### src/rtl/idle_pkg.sv
package idle_pkg;

    typedef enum logic {
        ST_RUN  = 1'b0,
        ST_IDLE = 1'b1
    } pwr_state_t;

    localparam logic ADDR_CTRL  = 1'b0;
    localparam logic ADDR_STAT  = 1'b1;
    localparam logic WR_FULL    = 1'b0;
    localparam logic WR_BITSET  = 1'b1;

    localparam int STAT_W   = 2;
    localparam int STAT_TMR = 0;
    localparam int STAT_MIW = 1;

endpackage

### src/rtl/idle_tick_timer.sv
module idle_tick_timer #(
    parameter int TICK_W = 13
) (
    input  logic clk,
    input  logic rst_n,
    output logic ovf
);

    logic [TICK_W-1:0] count_q;

    always_ff @(posedge clk or negedge rst_n) begin
        if (!rst_n) begin
            count_q <= '0;
        end else begin
            count_q <= count_q + 1'b1;
        end
    end

    // terminal count: the cycle before wrap
    assign ovf = &count_q;

endmodule

### src/rtl/idle_reg_decode.sv
module idle_reg_decode #(
    parameter int DATA_W   = 8,
    parameter int IDLE_BIT = 4
) (
    input  logic              wr_valid,
    input  logic              wr_addr,
    input  logic              wr_kind,
    input  logic [DATA_W-1:0] wr_data,
    output logic              idle_req,
    output logic              stat_clr
);
    import idle_pkg::*;

    localparam int IDX_W = (DATA_W > 1) ? $clog2(DATA_W) : 1;

    logic full_hit;
    logic bset_hit;

    always_comb begin
        full_hit = (wr_kind == WR_FULL) && wr_data[IDLE_BIT];
        bset_hit = (wr_kind == WR_BITSET) &&
                   (wr_data[IDX_W-1:0] == IDX_W'(IDLE_BIT));
        idle_req = wr_valid && (wr_addr == ADDR_CTRL) && (full_hit || bset_hit);
        // only the full-register form acknowledges an exit
        stat_clr = wr_valid && (wr_addr == ADDR_STAT) && (wr_kind == WR_FULL);
    end

endmodule

### src/rtl/idle_fsm.sv
module idle_fsm (
    input  logic                    clk,
    input  logic                    rst_n,
    input  logic                    idle_req,
    input  logic                    wake_tmr,
    input  logic                    wake_miw,
    output idle_pkg::pwr_state_t    state,
    output logic                    exit_now
);
    import idle_pkg::*;

    pwr_state_t state_q;
    pwr_state_t state_d;
    logic       wake_any;

    assign wake_any = wake_tmr || wake_miw;

    always_ff @(posedge clk or negedge rst_n) begin
        if (!rst_n) begin
            state_q <= ST_RUN;
        end else begin
            state_q <= state_d;
        end
    end

    always_comb begin
        state_d  = state_q;
        exit_now = 1'b0;
        unique case (state_q)
            ST_RUN: begin
                // wake has priority over a same-cycle entry request
                if (idle_req && !wake_any) begin
                    state_d = ST_IDLE;
                end
            end
            ST_IDLE: begin
                if (wake_any) begin
                    state_d  = ST_RUN;
                    exit_now = 1'b1;
                end
            end
            default: state_d = ST_RUN;
        endcase
    end

    assign state = state_q;

endmodule

### src/rtl/idle_wake_status.sv
module idle_wake_status (
    input  logic                        clk,
    input  logic                        rst_n,
    input  logic                        exit_now,
    input  logic                        wake_tmr,
    input  logic                        wake_miw,
    input  logic                        stat_clr,
    output logic [idle_pkg::STAT_W-1:0] status
);
    import idle_pkg::*;

    logic [STAT_W-1:0] status_q;
    logic [STAT_W-1:0] src_vec;

    always_comb begin
        src_vec           = '0;
        src_vec[STAT_TMR] = wake_tmr;
        src_vec[STAT_MIW] = wake_miw;
    end

    always_ff @(posedge clk or negedge rst_n) begin
        if (!rst_n) begin
            status_q <= '0;
        end else if (exit_now) begin
            status_q <= src_vec;
        end else if (stat_clr) begin
            status_q <= '0;
        end
    end

    assign status = status_q;

endmodule

### src/rtl/idle_pwr_ctrl.sv
module idle_pwr_ctrl #(
    parameter int DATA_W   = 8,
    parameter int IDLE_BIT = 4,
    parameter int TICK_W   = 13
) (
    input  logic              clk,
    input  logic              rst_n,
    input  logic              wr_valid,
    input  logic              wr_addr,
    input  logic              wr_kind,
    input  logic [DATA_W-1:0] wr_data,
    input  logic              rd_addr,
    output logic [DATA_W-1:0] rd_data,
    input  logic              mi_wake_req,
    input  logic              pwm_clk_sel,
    output logic              core_run_en,
    output logic              comp_en,
    output logic              bor_en,
    output logic              pwm_tmr_en,
    output logic              idle_active,
    output logic              tmr0_ovf
);
    import idle_pkg::*;

    logic                idle_req;
    logic                stat_clr;
    logic                exit_now;
    logic [STAT_W-1:0]   wake_stat;
    pwr_state_t          pwr_state;

    idle_tick_timer #(.TICK_W(TICK_W)) u_tick (
        .clk   (clk),
        .rst_n (rst_n),
        .ovf   (tmr0_ovf)
    );

    idle_reg_decode #(.DATA_W(DATA_W), .IDLE_BIT(IDLE_BIT)) u_dec (
        .wr_valid (wr_valid),
        .wr_addr  (wr_addr),
        .wr_kind  (wr_kind),
        .wr_data  (wr_data),
        .idle_req (idle_req),
        .stat_clr (stat_clr)
    );

    idle_fsm u_fsm (
        .clk      (clk),
        .rst_n    (rst_n),
        .idle_req (idle_req),
        .wake_tmr (tmr0_ovf),
        .wake_miw (mi_wake_req),
        .state    (pwr_state),
        .exit_now (exit_now)
    );

    idle_wake_status u_stat (
        .clk      (clk),
        .rst_n    (rst_n),
        .exit_now (exit_now),
        .wake_tmr (tmr0_ovf),
        .wake_miw (mi_wake_req),
        .stat_clr (stat_clr),
        .status   (wake_stat)
    );

    // gating outputs, decoded from the state register
    always_comb begin
        core_run_en = 1'b1;
        comp_en     = 1'b1;
        bor_en      = 1'b1;
        pwm_tmr_en  = 1'b1;
        idle_active = 1'b0;
        unique case (pwr_state)
            ST_RUN: ;
            ST_IDLE: begin
                core_run_en = 1'b0;
                comp_en     = 1'b0;
                bor_en      = 1'b0;
                pwm_tmr_en  = pwm_clk_sel;
                idle_active = 1'b1;
            end
            default: ;
        endcase
    end

    // control register is write-only; status sits in the low bits
    always_comb begin
        rd_data = '0;
        if (rd_addr == ADDR_STAT) begin
            rd_data[STAT_W-1:0] = wake_stat;
        end
    end

endmodule

### config.mk
export PLATFORM = sky130hd
export DESIGN_NAME = idle_pwr_ctrl
export DESIGN_NICKNAME = d
export VERILOG_FILES = /design/src/rtl/idle_pkg.sv /design/src/rtl/idle_tick_timer.sv /design/src/rtl/idle_reg_decode.sv /design/src/rtl/idle_fsm.sv /design/src/rtl/idle_wake_status.sv /design/src/rtl/idle_pwr_ctrl.sv
export SDC_FILE = /design/constraint.sdc
export NUM_CORES = 1
export LEC_CHECK = 0
export BUFFER_PORTS_ARGS = -buffer_cell sky130_fd_sc_hd__buf_2
export CAP_MARGIN = 20
export CORE_MARGIN = 2
export CORE_UTILIZATION = 43
export DETAILED_ROUTE_END_ITERATION = 7
export GPL_ROUTABILITY_DRIVEN = 0
export PLACE_DENSITY = 0.78
export SYNTH_ARGS = -nofsm -noshare
export SYNTH_HDL_FRONTEND = slang
export SYNTH_SLANG_ARGS = --single-unit
### constraint.sdc
create_clock -name clk -period 1.2 [get_ports clk]
set_input_delay 0.12 -clock clk [delete_from_list [all_inputs] [get_ports clk]]
set_output_delay 0.12 -clock clk [all_outputs]
set_load 0.02 [all_outputs]
After elaboration in Yosys (flattened, before gate mapping)
Cells that the tools add are included.

word-level totals
  flip-flop bits (word level) = 16
  logic and storage cells = 31
  bits of input ports = 16
  output and inout bits = 14

cells by class
  mux-type cells = 11
  add/subtract/negate cells = 1
  equality and inequality tests = 1
  bitwise logic cells = 3
  reduce and logical (&&, ||, !) cells = 12

operators with widths
  operator                 number
  $add A13 B1 Y13 const B  1
  $reduce_and A13 Y1       1
  $logic_and A1 B1 Y1      7
  $mux W1                  7
  $mux W2                  3
  $eq A3 B3 Y1 const B     1
  $not A1 Y1               3
  $logic_or A1 B1 Y1       2
  $pmux W1 S2              1
  $reduce_bool A2 Y1       1
  $logic_not A1 Y1         1

Longest topological paths before layout
Gate-level depths: netlist (run 1).

  word-level depth = 7
  gate-level depth with buffers = 4
  mapped depth without buffers = 4

By module
From an unflattened synthesis (run 1), not the netlist that was laid out.

unflattened totals
  cell total of the unflattened synthesis = 77
  area total of the unflattened synthesis = 815.8 sq um

modules (own cells, without submodules)
  module            times used  cells each  area an instance (sq um)  seq. area each (sq um)
  idle_tick_timer   1           46          563.0                     325.3
  idle_pwr_ctrl     1           13          86.3                      0.0
  idle_wake_status  1           8           83.8                      50.0
  idle_fsm          1           4           46.3                      25.0
  idle_reg_decode   1           6           36.3                      0.0

Worst setup path before layout (run 1)
Ideal clock, no wire load.

  kind = register to register
  start point = register u_tick.count_q[0]
  end point = register u_stat.status_q[1] (netlist: u_stat.status[1])
  path slack = -303 ps
  data arrival time = 1356 ps
  library setup time = 147 ps
  stages on the path, launching flop included = 5
  required time = 1053 ps
  clock period less this slack = 1503 ps
  buffers on the path = 0
  path through = dfrtp_1 -> ha_1 -> nand4_4 -> nor4_4 -> a31oi_1

between the ends
  longest elaborated chain between the ends = 5
  elaborated cells on any way between the ends = 6
  those cells by class = mux (3); reduce/logical (3)

RTL lines
  item                                                  RTL line                RTL
  start, declared                                       idle_tick_timer.sv:9    logic [TICK_W-1:0] count_q;
  start signal, assigned                                idle_tick_timer.sv:15   count_q <= count_q + 1'b1;
  $reduce_and A13 Y1 (*)                                idle_tick_timer.sv:20   assign ovf = &count_q;
  net tmr0_ovf                                          idle_pwr_ctrl.sv:21     output logic tmr0_ovf
  $logic_or A1 B1 Y1 (*)                                idle_fsm.sv:16          assign wake_any = wake_tmr || wake_miw;
  $mux W1 (*)                                           idle_fsm.sv:37          if (wake_any) begin
  $mux W1 (*)                                           idle_fsm.sv:29          unique case (state_q)
  $mux W2 / $reduce_bool A2 Y1 (equally long branches)  --
  end signal, assigned                                  idle_wake_status.sv:25  status_q <= src_vec;
  end, declared                                         idle_wake_status.sv:12  logic [STAT_W-1:0] status_q;

Mark *: on every way through the listed nets, which the timed path passes. The rest lies on a longest branch.
A chain may end at the register's enable or synchronous reset.

Worst setup path after layout (run 1)
  start point = register u_tick.count_q[10]
  end point = output port tmr0_ovf

between the ends
  longest elaborated chain between the ends = 1

RTL lines
  item                RTL line
  $reduce_and A13 Y1  idle_tick_timer.sv:20
  end, declared       idle_pwr_ctrl.sv:21

Every way passes these cells.

==> results of run 1 <==
[layer usage]
layer | global-route usage | wire, µm | up-vias
met3 | 0.04528 | 54 | 4
met5 | 0 | 0 | -
met2 | 0.3013 | 975 | 16
li1 | - | - | 316
met1 | 0.2138 | 715 | 319
met4 | 0.06486 | 26 | 0
[cells by family after synthesis]
family                     count (synthesis)  share of synthesized area
AOI/OAI and AO/OA                          5                    0.04348
xor gates and xnor gates                  11                     0.1154
adders and majority gates                  1                    0.01499
buffers and inverters                     13                    0.09446
DFF                                       16                     0.4798
other                                      1                   0.004493
and+or+nand+nor                           27                     0.2474
[worst register-to-register path, stage by stage, from the launching register on]
cell,delay (ps)
dfrtp_1,410
ha_4,170
nand4_4,90
buf_6,160
buf_6,120
nor2_2,120
xnor2_1,120
[placed cells by master, fill, tap and decap left out, types with 4 or more instances in the layout]
| cell | n |
|---|---|
| buf_6 | 4 |
| buf_4 | 17 |
| inv_1 | 4 |
| xor2_1 | 6 |
| dfrtp_1 | 12 |
| xnor2_1 | 5 |
| buf_2 | 16 |
| dfrtp_2 | 4 |
| conb_1 | 6 |
[through the flow]
stage	TNS [ps]	utilization	instance area [µm²]
after floorplan	-268.0	-	865.8
after global placement	-31.41	0.5733	1022
after detailed placement	-90.97	0.5733	1022
after CTS	-973.8	0.6365	1135
after global routing	-1084	0.6877	1226
final	-430.4	0.6877	1226
[state kept, by name, indices dropped and copies added, names as in the netlist]
| register | flops |
|---|---|
| u_fsm.state | 1 |
| u_stat.status | 2 |
| u_tick.count_q | 13 |
[final cells by class]
class,instances,area share
Clock buffer,4,0.02959
Inverter,5,0.01531
Multi-Input combinational cell,50,0.3765
Sequential cell,16,0.3306
Tap cell,25,0.02551
Timing Repair Buffer,39,0.2224
[worst paths after layout]
check,end,cells after the start,slack [ps]
min in group asynchronous,u_tick.count_q[5]$_DFF_PN0_,2,260
hold / removal,u_fsm.state$_DFF_PN0_,4,210
hold reg to reg,u_stat.status[0]$_DFFE_PN0P_,1,520
setup / recovery,tmr0_ovf,3,-270
setup reg to reg,u_tick.count_q[8]$_DFF_PN0_,6,-60
max in group asynchronous,u_fsm.state$_DFF_PN0_,2,660
[timing repair]
action,in CTS,in global routing
hold endpoints to repair,17,0
hold buffers,2,0
pin swaps,3,11
gates resized for setup,6,20
setup buffers,4,3
endpoints found under the setup margin,5,15
[report_power, final]
part           leakage (nW)  switching [mW]  total, mW  internal, mW
sequential            0.202         0.00474      0.551         0.546
clock                0.0210           0.170      0.355         0.185
combinational         0.435          0.0590     0.0953        0.0363
total                 0.659           0.234       1.00         0.767
==> results_dict.tcl, run 1 <==
set metrics [dict create \
    power.total_mw 1.001 \
    post-route-period-util 1.224 \
    post_synth.cell_area_avg_um2 11.28 \
    violations "negative setup slack" \
    cap_violations 0 \
    fp.dieH_um 48.06 \
    setup_ws_ps -268.2 \
    synth_top_cells_by_area "dfrtp_1, buf_4, xor2_1, xnor2_1, nor4_2" \
    htree_levels 1 \
    max_stage_delay_ps 370 \
    synth.most_common_cell "dfrtp_1" \
    port_buffers 19 \
    hp-class "in -> reg" \
    die_x_um 48.06 \
    power_leakage_nw 0.6589 \
    rsz0062_at_grt "true" \
    setup_viol 6 \
    grt_pass1_vias 637 \
    path_delay_family "simple AND/OR/NAND/NOR gates" \
    dieArea_mm2 0.002309 \
    final_antenna_net_count 0 \
    synth_top_area_frac 0.4798 \
    cts_buffers 3 \
    min_period_ps 1468 \
    grt_overflow 0 \
    fp-row-count 15 \
    fmax_mhz 681.1 \
    ctsLongestPathBuffers 2 \
    cp.required_ps 1080 \
    crit_start "u_tick.count_q[10]$_DFF_PN0_" \
    drtIter0Drc 9 \
    grt_antenna_before_repair 0 \
    hold_ws_ps 205.5 \
    drt_wl_total_mm 1.771 \
    start_kind "flip-flop" \
    coreArea_mm2 0.001783 \
    r2r_start "u_tick.count_q[0]$_DFF_PN0_" \
    critical_path_class "reg -> out" \
    diodes 0 \
    syn_area_um2 834.6 \
    vias_per_cell 4.712 \
    critPathArrivalTime_ps 1350 \
    num_vias 655 \
    syn_inst 74 \
    drt_first_pass_iters 4 \
    fill_cells 133 \
    drc 0 \
    async_reset_ff_frac 1.000 \
    clock-sinks 16 \
    worstPathMaxFanout 2 \
    dpl.cell_count 127 \
    ys_seq_area_frac 0.4798 \
    ys.warnings.count 0 \
    regArea_um2 405.4 \
    synth_cell_types 27 \
    pwr_density_cell_mw_per_mm2 816.3 \
    fin_cells 139 \
    cts-root-buf "clkbuf_4" \
    cts_tree "yes" \
    status "finished, violations left" \
    crit_buf_inv 1 \
    clock_latency_ps 280 \
    cpMaxStageDelayCell "dfrtp_1" \
    ir_drop_v 0.0007668 \
    pre_cts_ws_ps -70.52 \
    fin_nets 132 \
    path_cells "nand4_1, nor4_4, buf_4" \
    synthTopCellsByCount "dfrtp_1, buf_4, xor2_1" \
    multi_input_area_um2 461.7 \
    initial_utilization 0.4681 \
    synth-edff-count 0 \
    synth.largest_area_cell "dfrtp_1" \
    wire_per_inst_um 12.74 \
    worstHoldStart "wr_addr" \
    drive_gt1_frac 0.5263 \
    synthToLayoutAreaGrowth_pct 46.93 \
    hold_viol_final 0 \
    io_pins 30 \
    report.final.slew_viol_count 0 \
    ys.flop_type "dfrtp_1" \
    skew_ps 2.126 \
    synth_seq_cells 16 \
    endpoint_kind "output pin" \
    grt_start_max_net_pins 17 \
    grt_use_total 0.1765 \
    hpwlAfterDp_mm 1.175 \
    path_clk_slew_ps 100 \
    grt_pass1_wl_mm 2.704 \
]
No activity file was read; power rests on OpenSTA's default activity.
==> run 2, diff against run 1 <==
--- a/config.mk
+++ b/config.mk
@@ -5,8 +5,10 @@
 export SDC_FILE = /design/constraint.sdc
 export NUM_CORES = 1
 export LEC_CHECK = 0
+export ABC_CLOCK_PERIOD_IN_PS = 1200
 export BUFFER_PORTS_ARGS = -buffer_cell sky130_fd_sc_hd__buf_2
 export CAP_MARGIN = 20
+export CORE_ASPECT_RATIO = 0.8
 export CORE_MARGIN = 2
 export CORE_UTILIZATION = 43
 export DETAILED_ROUTE_END_ITERATION = 7
==> results_dict.tcl, run 2 (synthesis gave the netlist of run 1 again) <==
set metrics [dict create \
    ir_drop_v 0.0005905 \
    combPwrFrac 0.091 \
    diodes 0 \
    p_clk_frac 0.359 \
    r2r_start "u_tick.count_q[1]$_DFF_PN0_" \
    violations "negative setup slack" \
    cap_violations 0 \
    critical_path_class "reg -> out" \
    worstPathMaxFanout 2 \
    clock_latency_ps 290 \
    wire_per_inst_um 11.33 \
    drt_wl_total_mm 1.564 \
    fin_nets 132 \
    max_stage_delay_ps 370 \
    grt_start_max_net_pins 17 \
    final_cell_mix "buf_2, buf_4, dfrtp_1" \
    drc 0 \
    worstHoldStart "wr_addr" \
    swShare 0.2362 \
    ctsLongestPathBuffers 2 \
    setup_ws_ps -238.5 \
    whs_endpoint "u_fsm.state$_DFF_PN0_" \
    status "finished, violations left" \
    path_delay_family "simple AND/OR/NAND/NOR gates" \
    port_buffers 19 \
    hold_viol_final 0 \
    report.final.slew_viol_count 0 \
    grt_pass1_vias 558 \
    cts_tree "yes" \
    r2r_setup_slack_ps -180 \
    switchingPower_mw 0.2368 \
    rsz0062_at_grt "true" \
    vias_per_cell 4.703 \
    grt_use_total 0.1595 \
    synthToLayoutAreaGrowth_pct 41.53 \
    clock-sinks 16 \
    hold_ws_ps 152.6 \
    drive_gt1_frac 0.4912 \
    setup_viol 8 \
    coreArea_mm2 0.001857 \
    fmax_mhz 695.2 \
    dpl.cell_count 127 \
    endpoint_kind "output pin" \
    critPathArrivalTime_ps 1320 \
    cpMaxStageDelayCell "dfrtp_1" \
    grt_overflow 0 \
    grt_pass1_wl_mm 2.497 \
    p_int_mw 0.7655 \
    cts-root-buf "clkbuf_4" \
    largest_reg_flops 13 \
    rr_endpoint "u_tick.count_q[12]$_DFF_PN0_" \
    rr_worst_depth 6 \
    drtIter0Drc 1 \
    dieArea_mm2 0.002312 \
    power_frac_seq 0.549 \
    power_leakage_nw 0.6376 \
    fp-row-count 14 \
    cts_buffers 3 \
    grt_antenna_before_repair 0 \
    start_kind "flip-flop" \
    fin_cells 138 \
    htree_levels 1 \
    drt_first_pass_iters 4 \
    post-route-period-util 1.199 \
    fp.dieH_um 43.41 \
    io_pins 30 \
    initial_utilization 0.4495 \
    hp-class "in -> reg" \
    final_antenna_net_count 0 \
    whs_path_depth 4 \
    num_vias 649 \
    cp.required_ps 1080 \
    hpwlAfterDp_mm 1.132 \
    die_x_um 53.26 \
    crit_buf_inv 1 \
    path_clk_slew_ps 90 \
    skew_ps 3.122 \
    min_period_ps 1438 \
    pwr_density_cell_mw_per_mm2 848.6 \
    top_register "u_tick.count_q" \
    path_cells "nand4_1, nor4_4, buf_4" \
]
run 2: cell counts in the layout (fill, tap and decap cells not counted):
Identical to the previous run, type by type.
run 2: layout make-up:
class                           instances  area [µm²]
Fill cell                             152       675.6
Multi-Input combinational cell         50       437.9
Sequential cell                        16       401.6
Timing Repair Buffer                   39       256.5
Clock buffer                            4       36.28
Tap cell                               24       30.03
Inverter                                5       18.77
run 2: timing repair:
action	CTS	global route
pin swaps	4	6
hold buffers	2	0
gates resized for setup	6	8
endpoints found under the setup margin	7	13
setup buffers	2	4
endpoints found under the hold margin	17	0
run 2: worst min-delay path, stage by stage:
cell and delay, ps:
buf_2 90, nor2b_1 40, o21ai_1 90, a211oi_2 80
run 2: routing by layer:
layer,vias to the layer above,routed length [µm],GRT usage
li1,319,-,-
met1,311,593,0.1814
met2,14,863,0.2691
met3,5,78,0.06207
met4,0,29,0.06154
met5,-,0,0
run 2: worst max path at each step:
stage	slack [ps]	cells past startpoint	to	from
floorplan	-120	4	u_stat.status[1]$_DFFE_PN0P_	u_tick.count_q[0]$_DFF_PN0_
global placement	10	5	u_stat.status[0]$_DFFE_PN0P_	u_tick.count_q[1]$_DFF_PN0_
detailed placement	-30	5	u_stat.status[1]$_DFFE_PN0P_	u_tick.count_q[1]$_DFF_PN0_
CTS	-280	4	tmr0_ovf	u_tick.count_q[1]$_DFF_PN0_
global route	-340	4	tmr0_ovf	u_tick.count_q[1]$_DFF_PN0_
finish	-240	3	tmr0_ovf	u_tick.count_q[11]$_DFF_PN0_
run 2: power groups by stage:
stage | combinational (mW) | sequential [mW] | clock [mW]
4_1_cts | 0.0916 | 0.551 | 0.375
6_report | 0.0916 | 0.550 | 0.360
3_5_place_dp | 0.0866 | 0.562 | 0
5_1_grt | 0.102 | 0.552 | 0.402
2_1_floorplan | 0.0636 | 0.562 | 0
3_3_place_gp | 0.0840 | 0.560 | 0
run 2: stage by stage:
step / power, mW / cell area (µm²) / setup TNS, ps / util / setup slack (ps)
6_report: 1.002 / 1181 / -956.9 / 0.6361 / -238.5
5_1_grt: 1.055 / 1181 / -1700 / 0.6361 / -337.9
4_1_cts: 1.018 / 1125 / -1139 / 0.6058 / -281.6
3_5_place_dp: 0.6481 / 1028 / -59.17 / 0.5539 / -30.84
3_3_place_gp: 0.6445 / 1028 / 0 / 0.5539 / 11.86
2_1_floorplan: 0.6253 / 865.8 / -268.0 / - / -115.9
